File: src/rtl/cascade_timer_pkg.sv
// Shared sizes and types for the cascaded timer block.
// Assumes a byte-wide host port and counters exactly two bytes wide.
package cascade_timer_pkg;
    localparam int BYTE_W    = 8;
    localparam int CNT_W     = 2 * BYTE_W;
    localparam int PAIRS     = 2;
    localparam int STAGES    = 2;
    localparam int CTRS      = PAIRS * STAGES;
    localparam int SEL_W     = $clog2(CTRS);
    localparam int IRQ_W     = 8;
    localparam int IRQ_IDX_W = $clog2(IRQ_W);

    typedef enum logic {
        STG_DIVIDER  = 1'b0,
        STG_INTERVAL = 1'b1
    } stage_e;
endpackage

File: src/rtl/cascade_byte_port.sv
// Byte sequencing for one 16-bit counter on an 8-bit host port.
// Writes go low byte first; the high byte emits a one-cycle load strobe
// with the assembled value. Reads go low byte first; the high byte is
// captured when the low byte is read. Assumes at most one access per cycle.
module cascade_byte_port #(
    parameter int BYTE_W = 8,
    localparam int VAL_W = 2 * BYTE_W
) (
    input  logic              clk,
    input  logic              rst_n,
    input  logic              wr_sel,
    input  logic              rd_sel,
    input  logic [BYTE_W-1:0] wr_byte,
    input  logic [VAL_W-1:0]  live_val,
    output logic              load_stb,
    output logic [VAL_W-1:0]  load_val,
    output logic              pending,
    output logic [BYTE_W-1:0] rd_byte
);
    logic              wr_hi_q;
    logic [BYTE_W-1:0] lo_hold_q;
    logic              rd_hi_q;
    logic [BYTE_W-1:0] hi_snap_q;

    // Write pointer and low-byte holding register.
    always_ff @(posedge clk) begin
        if (!rst_n) begin
            wr_hi_q   <= 1'b0;
            lo_hold_q <= '0;
        end else if (wr_sel) begin
            if (!wr_hi_q) lo_hold_q <= wr_byte;
            wr_hi_q <= !wr_hi_q;
        end
    end

    // Read pointer and high-byte capture taken at the low-byte read.
    always_ff @(posedge clk) begin
        if (!rst_n) begin
            rd_hi_q   <= 1'b0;
            hi_snap_q <= '0;
        end else if (rd_sel) begin
            if (!rd_hi_q) hi_snap_q <= live_val[VAL_W-1:BYTE_W];
            rd_hi_q <= !rd_hi_q;
        end
    end

    assign load_stb = wr_sel && wr_hi_q;
    assign load_val = {wr_byte, lo_hold_q};
    assign pending  = wr_hi_q;
    assign rd_byte  = rd_hi_q ? hi_snap_q : live_val[BYTE_W-1:0];
endmodule

File: src/rtl/cascade_pair.sv
// One divider feeding one interval counter.
// The divider counts accepted ticks and reloads at 1 or 0, giving a cascade
// step. The interval counter decrements on each step, and a step that finds
// it at zero produces a one-clock interrupt pulse. Assumes the load strobes
// arrive only while halt is high, or for the interval counter at any time.
module cascade_pair #(
    parameter int CNT_W = 16
) (
    input  logic             clk,
    input  logic             rst_n,
    input  logic             tick_en,
    input  logic             halt,
    input  logic             div_load,
    input  logic [CNT_W-1:0] div_val,
    input  logic             ivl_load,
    input  logic [CNT_W-1:0] ivl_val,
    output logic [CNT_W-1:0] div_cnt,
    output logic [CNT_W-1:0] ivl_cnt,
    output logic             irq_pulse
);
    logic             running_q;
    logic [CNT_W-1:0] divisor_q;
    logic [CNT_W-1:0] pre_q;
    logic [CNT_W-1:0] post_q;
    logic             pulse_q;
    logic             advance;
    logic             step;

    // An accepted tick, and whether it lands on the divider's terminal count.
    always_comb begin
        advance = tick_en && running_q && !halt;
        step    = advance && (pre_q <= CNT_W'(1));
    end

    // Divider: load, then count down and reload on terminal count.
    always_ff @(posedge clk) begin
        if (!rst_n) begin
            running_q <= 1'b0;
            divisor_q <= '0;
            pre_q     <= '0;
        end else if (div_load) begin
            running_q <= 1'b1;
            divisor_q <= div_val;
            pre_q     <= div_val;
        end else if (advance) begin
            pre_q <= step ? divisor_q : pre_q - CNT_W'(1);
        end
    end

    // Interval counter: host load wins, else step down with wrap.
    always_ff @(posedge clk) begin
        if (!rst_n)        post_q <= '0;
        else if (ivl_load) post_q <= ivl_val;
        else if (step)     post_q <= post_q - CNT_W'(1);
    end

    // Interrupt pulse: one cycle after a step that found the counter at zero.
    always_ff @(posedge clk) begin
        if (!rst_n) pulse_q <= 1'b0;
        else        pulse_q <= step && (post_q == '0);
    end

    assign div_cnt   = pre_q;
    assign ivl_cnt   = post_q;
    assign irq_pulse = pulse_q;
endmodule

File: src/rtl/cascade_timer.sv
// Top of the cascaded timer block: a byte port per counter and a
// divider/interval pair per timer, with each pair routed to a fixed
// bit of the interrupt vector. Address = {pair, stage}.
module cascade_timer
    import cascade_timer_pkg::*;
#(
    parameter logic [PAIRS*IRQ_IDX_W-1:0] IRQ_MAP = {3'd0, 3'd6}
) (
    input  logic              clk,
    input  logic              rst_n,
    input  logic              tick_en,
    input  logic              wr_en,
    input  logic              rd_en,
    input  logic [SEL_W-1:0]  addr,
    input  logic [BYTE_W-1:0] wr_data,
    output logic [BYTE_W-1:0] rd_data,
    output logic [IRQ_W-1:0]  irq_lines
);
    logic [CTRS-1:0]        wr_sel;
    logic [CTRS-1:0]        rd_sel;
    logic [CTRS-1:0]        load_stb;
    logic [CTRS-1:0]        pending;
    logic [CNT_W-1:0]       load_val [CTRS];
    logic [CNT_W-1:0]       live_val [CTRS];
    logic [BYTE_W-1:0]      rd_byte  [CTRS];
    logic [PAIRS-1:0]       pair_halt;
    logic [PAIRS-1:0]       div_ld;
    logic [PAIRS-1:0]       pair_irq;
    logic [PAIRS*CNT_W-1:0] div_cnt_flat;

    // One byte port per counter, selected by the address.
    for (genvar k = 0; k < CTRS; k++) begin : g_port
        assign wr_sel[k] = wr_en && (addr == SEL_W'(k));
        assign rd_sel[k] = rd_en && (addr == SEL_W'(k));
        cascade_byte_port #(.BYTE_W(BYTE_W)) u_port (
            .clk      (clk),
            .rst_n    (rst_n),
            .wr_sel   (wr_sel[k]),
            .rd_sel   (rd_sel[k]),
            .wr_byte  (wr_data),
            .live_val (live_val[k]),
            .load_stb (load_stb[k]),
            .load_val (load_val[k]),
            .pending  (pending[k]),
            .rd_byte  (rd_byte[k])
        );
    end

    // One divider/interval pair per timer; halted while any half-write is open.
    for (genvar p = 0; p < PAIRS; p++) begin : g_pair
        localparam int DIV_IDX = p * STAGES + int'(STG_DIVIDER);
        localparam int IVL_IDX = p * STAGES + int'(STG_INTERVAL);
        assign pair_halt[p] = pending[DIV_IDX] || pending[IVL_IDX];
        assign div_ld[p]    = load_stb[DIV_IDX];
        assign div_cnt_flat[p*CNT_W +: CNT_W] = live_val[DIV_IDX];
        cascade_pair #(.CNT_W(CNT_W)) u_pair (
            .clk       (clk),
            .rst_n     (rst_n),
            .tick_en   (tick_en),
            .halt      (pair_halt[p]),
            .div_load  (load_stb[DIV_IDX]),
            .div_val   (load_val[DIV_IDX]),
            .ivl_load  (load_stb[IVL_IDX]),
            .ivl_val   (load_val[IVL_IDX]),
            .div_cnt   (live_val[DIV_IDX]),
            .ivl_cnt   (live_val[IVL_IDX]),
            .irq_pulse (pair_irq[p])
        );
    end

    // Route each pair's pulse onto its assigned vector bit.
    always_comb begin
        irq_lines = '0;
        for (int p = 0; p < PAIRS; p++) begin
            if (pair_irq[p]) irq_lines[IRQ_MAP[p*IRQ_IDX_W +: IRQ_IDX_W]] = 1'b1;
        end
    end

    assign rd_data = rd_byte[addr];
endmodule

File: config.mk
export PLATFORM = sky130hd
export DESIGN_NAME = cascade_timer
export DESIGN_NICKNAME = d
export VERILOG_FILES = /design/src/rtl/cascade_timer_pkg.sv /design/src/rtl/cascade_byte_port.sv /design/src/rtl/cascade_pair.sv /design/src/rtl/cascade_timer.sv
export SDC_FILE = /design/constraint.sdc
export NUM_CORES = 1
export LEC_CHECK = 0
export CAP_MARGIN = 0
export CORE_MARGIN = 2
export CORE_UTILIZATION = 60
export DETAILED_ROUTE_END_ITERATION = 16
export MAX_ROUTING_LAYER = met4
export PLACE_DENSITY = 0.79
export SYNTH_ARGS = -nofsm -noshare
export SYNTH_HDL_FRONTEND = slang
export SYNTH_SLANG_ARGS = --single-unit
File: constraint.sdc
create_clock -name clk -period 4 [get_ports clk]
set_input_delay 1.2 -clock clk [delete_from_list [all_inputs] [get_ports clk]]
set_output_delay 1.2 -clock clk [all_outputs]
set_load 0.1 [all_outputs]
==> metrics.txt <==
status=complete, no violations; main flop type after synthesis=sky130_fd_sc_hd__dfxtp_1; total design power=3.76 mW; Final nets=1087; register clock-pin slew on the reported worst setup and hold paths=0.06 ns; Die Width=123 um; Critical Setup Path Class=input port to output pin; clock insertion delay at the later pin of the skew report=0.43 ns; cells resized by post-CTS repair=0; level count of the clock H-tree=4; Max-cap violations=0; number of instances in the placed design=1225; minimum period implied by the final worst setup slack=3.92 ns; leakage power total=3.45 nW; WHS=0.454 ns; Area Growth Syn to Fin=13.2%; final clock skew=0.00579 ns; die boundary height=123 um; number of enable-type register cells in the synthesized netlist=0; finished layout cell area=0.00963 sq mm; instance area at placement=0.00903 sq mm; Inserted Clock Buffers=17; CTS tree=built; sequential area share after synthesis=0.405; via total after detailed routing=8016; required time of the critical path=2.80 ns; Max Fanout on Critical Path=14; Final HPWL DP=16400 um; area of the die=0.0151 sq mm; setup repair after global routing missed its margin=no; total of flip-flops plus latches after synthesis=172; Mapped Avg Cell Area=7.93 sq um; row cnt=43; overflow left after global routing=0; area of the placeable core=0.0139 sq mm; final max-slew violation count=0; number of ports placed on the die boundary=31; clk sink count=172; antenna violations before repair=0; fraction of final layout cells sized beyond drive strength 1=0.0948; total negative slack=0 ns; fraction of registers with async set/reset=0; arrival time at the worst endpoint=2.72 ns; placer's final routability congestion estimate=0.935; count of cell types in the netlist=63; Fin. Hold Viols=0; number of optimization iterations in the first detailed-route pass=6; buffer type at the clock tree root=sky130_fd_sc_hd__clkbuf_16; antenna diode count=0; post-CTS setup repair buffer count=0; final count of negative-setup-slack endpoints=0; via count of the first global-routing pass=7327; Max Root-Sink Buffers=2; DR iter-0 viols=868; total detailed-routing wirelength=24600 um; Worst Setup Start Kind=input port; number of hold buffers added after cts=0; worst hold-check path type=flip-flop to flip-flop; number of port buffers=24; overall track demand over capacity in global routing=0.345; effective utilization at floorplan=0.613; pin count of the biggest net entering global routing=45; average wire length per cell after detail routing=19.6 um; P per Cell Area=391 mW/mm^2; Max VDD drop=0.320 mV; Syn Std Cell Area=0.00851 sq mm; final worst path period share=0.981; Via density=6.38; Max Clk Rate=255 MHz; DRC viols=0; remaining number of nets flagged by the antenna check after routing=0; transition time at the pin with the least slew margin=1.21 ns; number of warnings issued by yosys=0; Critical Path Sink Type=output pin; first-pass GRT wire length=38800 um; worst slew slack as a fraction of its limit=0.190; Mapped Cells=1072; count of non-filler cells in the finished layout=1256
-- cell type report --
cell class | count | area (sq um)
Clock buffer | 23 | 478
Clock inverter | 8 | 115
Fill cell | 1107 | 4250
Inverter | 24 | 119
Multi-Input combinational cell | 792 | 4640
Sequential cell | 172 | 3440
Tap cell | 180 | 225
Timing Repair Buffer | 57 | 606
-- critical path: stages --
cell and delay, ns:
sky130_fd_sc_hd__clkdlybuf4s50_1 0.50, sky130_fd_sc_hd__buf_12 0.17, sky130_fd_sc_hd__mux4_2 0.56, sky130_fd_sc_hd__clkinvlp_4 0.11, sky130_fd_sc_hd__buf_12 0.17
-- cells in the final DEF, fill, tap and decap left out, types with 14 or more instances in the layout --
cell type / netlist / layout
sky130_fd_sc_hd__nor3_1: 28 / 28
sky130_fd_sc_hd__dfxtp_1: 172 / 172
sky130_fd_sc_hd__xnor2_1: 16 / 16
sky130_fd_sc_hd__nor2_1: 41 / 41
sky130_fd_sc_hd__clkbuf_16: 0 / 17
sky130_fd_sc_hd__a21boi_0: 16 / 16
sky130_fd_sc_hd__nor4_1: 16 / 16
sky130_fd_sc_hd__or3_1: 14 / 14
sky130_fd_sc_hd__buf_4: 8 / 30
sky130_fd_sc_hd__o21ai_0: 32 / 32
sky130_fd_sc_hd__inv_1: 24 / 16
sky130_fd_sc_hd__clkdlybuf4s50_1: 0 / 16
sky130_fd_sc_hd__mux2i_1: 42 / 42
sky130_fd_sc_hd__nand2_1: 251 / 251
sky130_fd_sc_hd__a21oi_1: 136 / 136
-- registers in the layout, summed over array words and instances (netlist names) --
name,cells
g_pair.u_pair.div_cnt,32
g_pair.u_pair.divisor_q,32
g_pair.u_pair.irq_pulse,2
g_pair.u_pair.ivl_cnt,32
g_pair.u_pair.running_q,2
g_port.u_port.hi_snap_q,32
g_port.u_port.lo_hold_q,32
g_port.u_port.pending,4
g_port.u_port.rd_hi_q,4
-- cell usage after synthesis, types with 6 or more instances --
master                     count  area [sq um]
sky130_fd_sc_hd__a31oi_1      10          62.6
sky130_fd_sc_hd__a21o_1        9          67.6
sky130_fd_sc_hd__buf_4         8          60.1
sky130_fd_sc_hd__dfxtp_1     172          3440
sky130_fd_sc_hd__a21boi_0     16           120
sky130_fd_sc_hd__mux2i_1      42           420
sky130_fd_sc_hd__o22ai_1      10          62.6
sky130_fd_sc_hd__a21oi_1     136           681
sky130_fd_sc_hd__clkbuf_1     69           259
sky130_fd_sc_hd__xor2_1       11          96.3
sky130_fd_sc_hd__nor4_1       16           100
sky130_fd_sc_hd__o21a_1        9          67.6
sky130_fd_sc_hd__xnor2_1      16           140
sky130_fd_sc_hd__o31ai_1       6          45.0
sky130_fd_sc_hd__o21ai_0      32           160
sky130_fd_sc_hd__buf_1         7          26.3
sky130_fd_sc_hd__a22oi_1       9          67.6
sky130_fd_sc_hd__nor3_1       28           140
sky130_fd_sc_hd__or4_1        10          75.1
sky130_fd_sc_hd__mux4_2        8           180
sky130_fd_sc_hd__nor2_1       41           154
sky130_fd_sc_hd__nand3_1      12          60.1
sky130_fd_sc_hd__nand2_1     251           942
sky130_fd_sc_hd__inv_1        24          90.1
sky130_fd_sc_hd__or3_1        14          87.6
sky130_fd_sc_hd__ha_1          8           100
sky130_fd_sc_hd__nand4_1      13          81.3
-- routing by layer --
metal | track usage | vias up | wire length [um]
met5 | - | - | 0
met4 | 0.116 | 0 | 628
met3 | 0.0669 | 52 | 2330
met2 | 0.540 | 392 | 11600
met1 | 0.450 | 3827 | 10100
li1 | - | 3745 | -
-- per-stage QoR --
| stage | setup WS, ns | util |
|---|---|---|
| detailed placement | 0.0716 | 0.651 |
| floorplan | 0.0394 | - |
| global route | 0.0333 | 0.694 |
| CTS | 0.0717 | 0.694 |
| finish | 0.0765 | 0.694 |
| global placement | 0.0704 | 0.651 |
-- path summary, 6_finish.rpt --
path | depth (start not counted) | slack, ns | start | endpoint
max reg2reg | 5 | 1.08 | g_pair[0].u_pair.div_cnt[4] | g_pair[0].u_pair.ivl_cnt[15]
min reg2reg | 2 | 0.45 | g_pair[0].u_pair.divisor_q[12] | g_pair[0].u_pair.divisor_q[12]
max | 5 | 0.08 | addr[1] | rd_data[0]
min | 2 | 0.45 | g_pair[0].u_pair.divisor_q[12] | g_pair[0].u_pair.divisor_q[12]
-- report_power, final --
part | leakage (nW) | internal, mW | switching [mW] | total [mW]
registers | 1.39 | 1.74 | 0.0314 | 1.77
logic | 1.77 | 0.103 | 0.203 | 0.306
clock network | 0.297 | 1.02 | 0.664 | 1.69
-- kinds of logic after synthesis --
kind of cell,count (synthesis),share of synthesized area
xor+xnor,27,0.0278
compound gates,280,0.201
other cells,1,0.000441
fa+ha+maj,8,0.0118
flops,172,0.405
mux,51,0.0719
buf+inv,113,0.0541
simple gates,420,0.229
No activity file was read; power rests on OpenSTA's default activity.
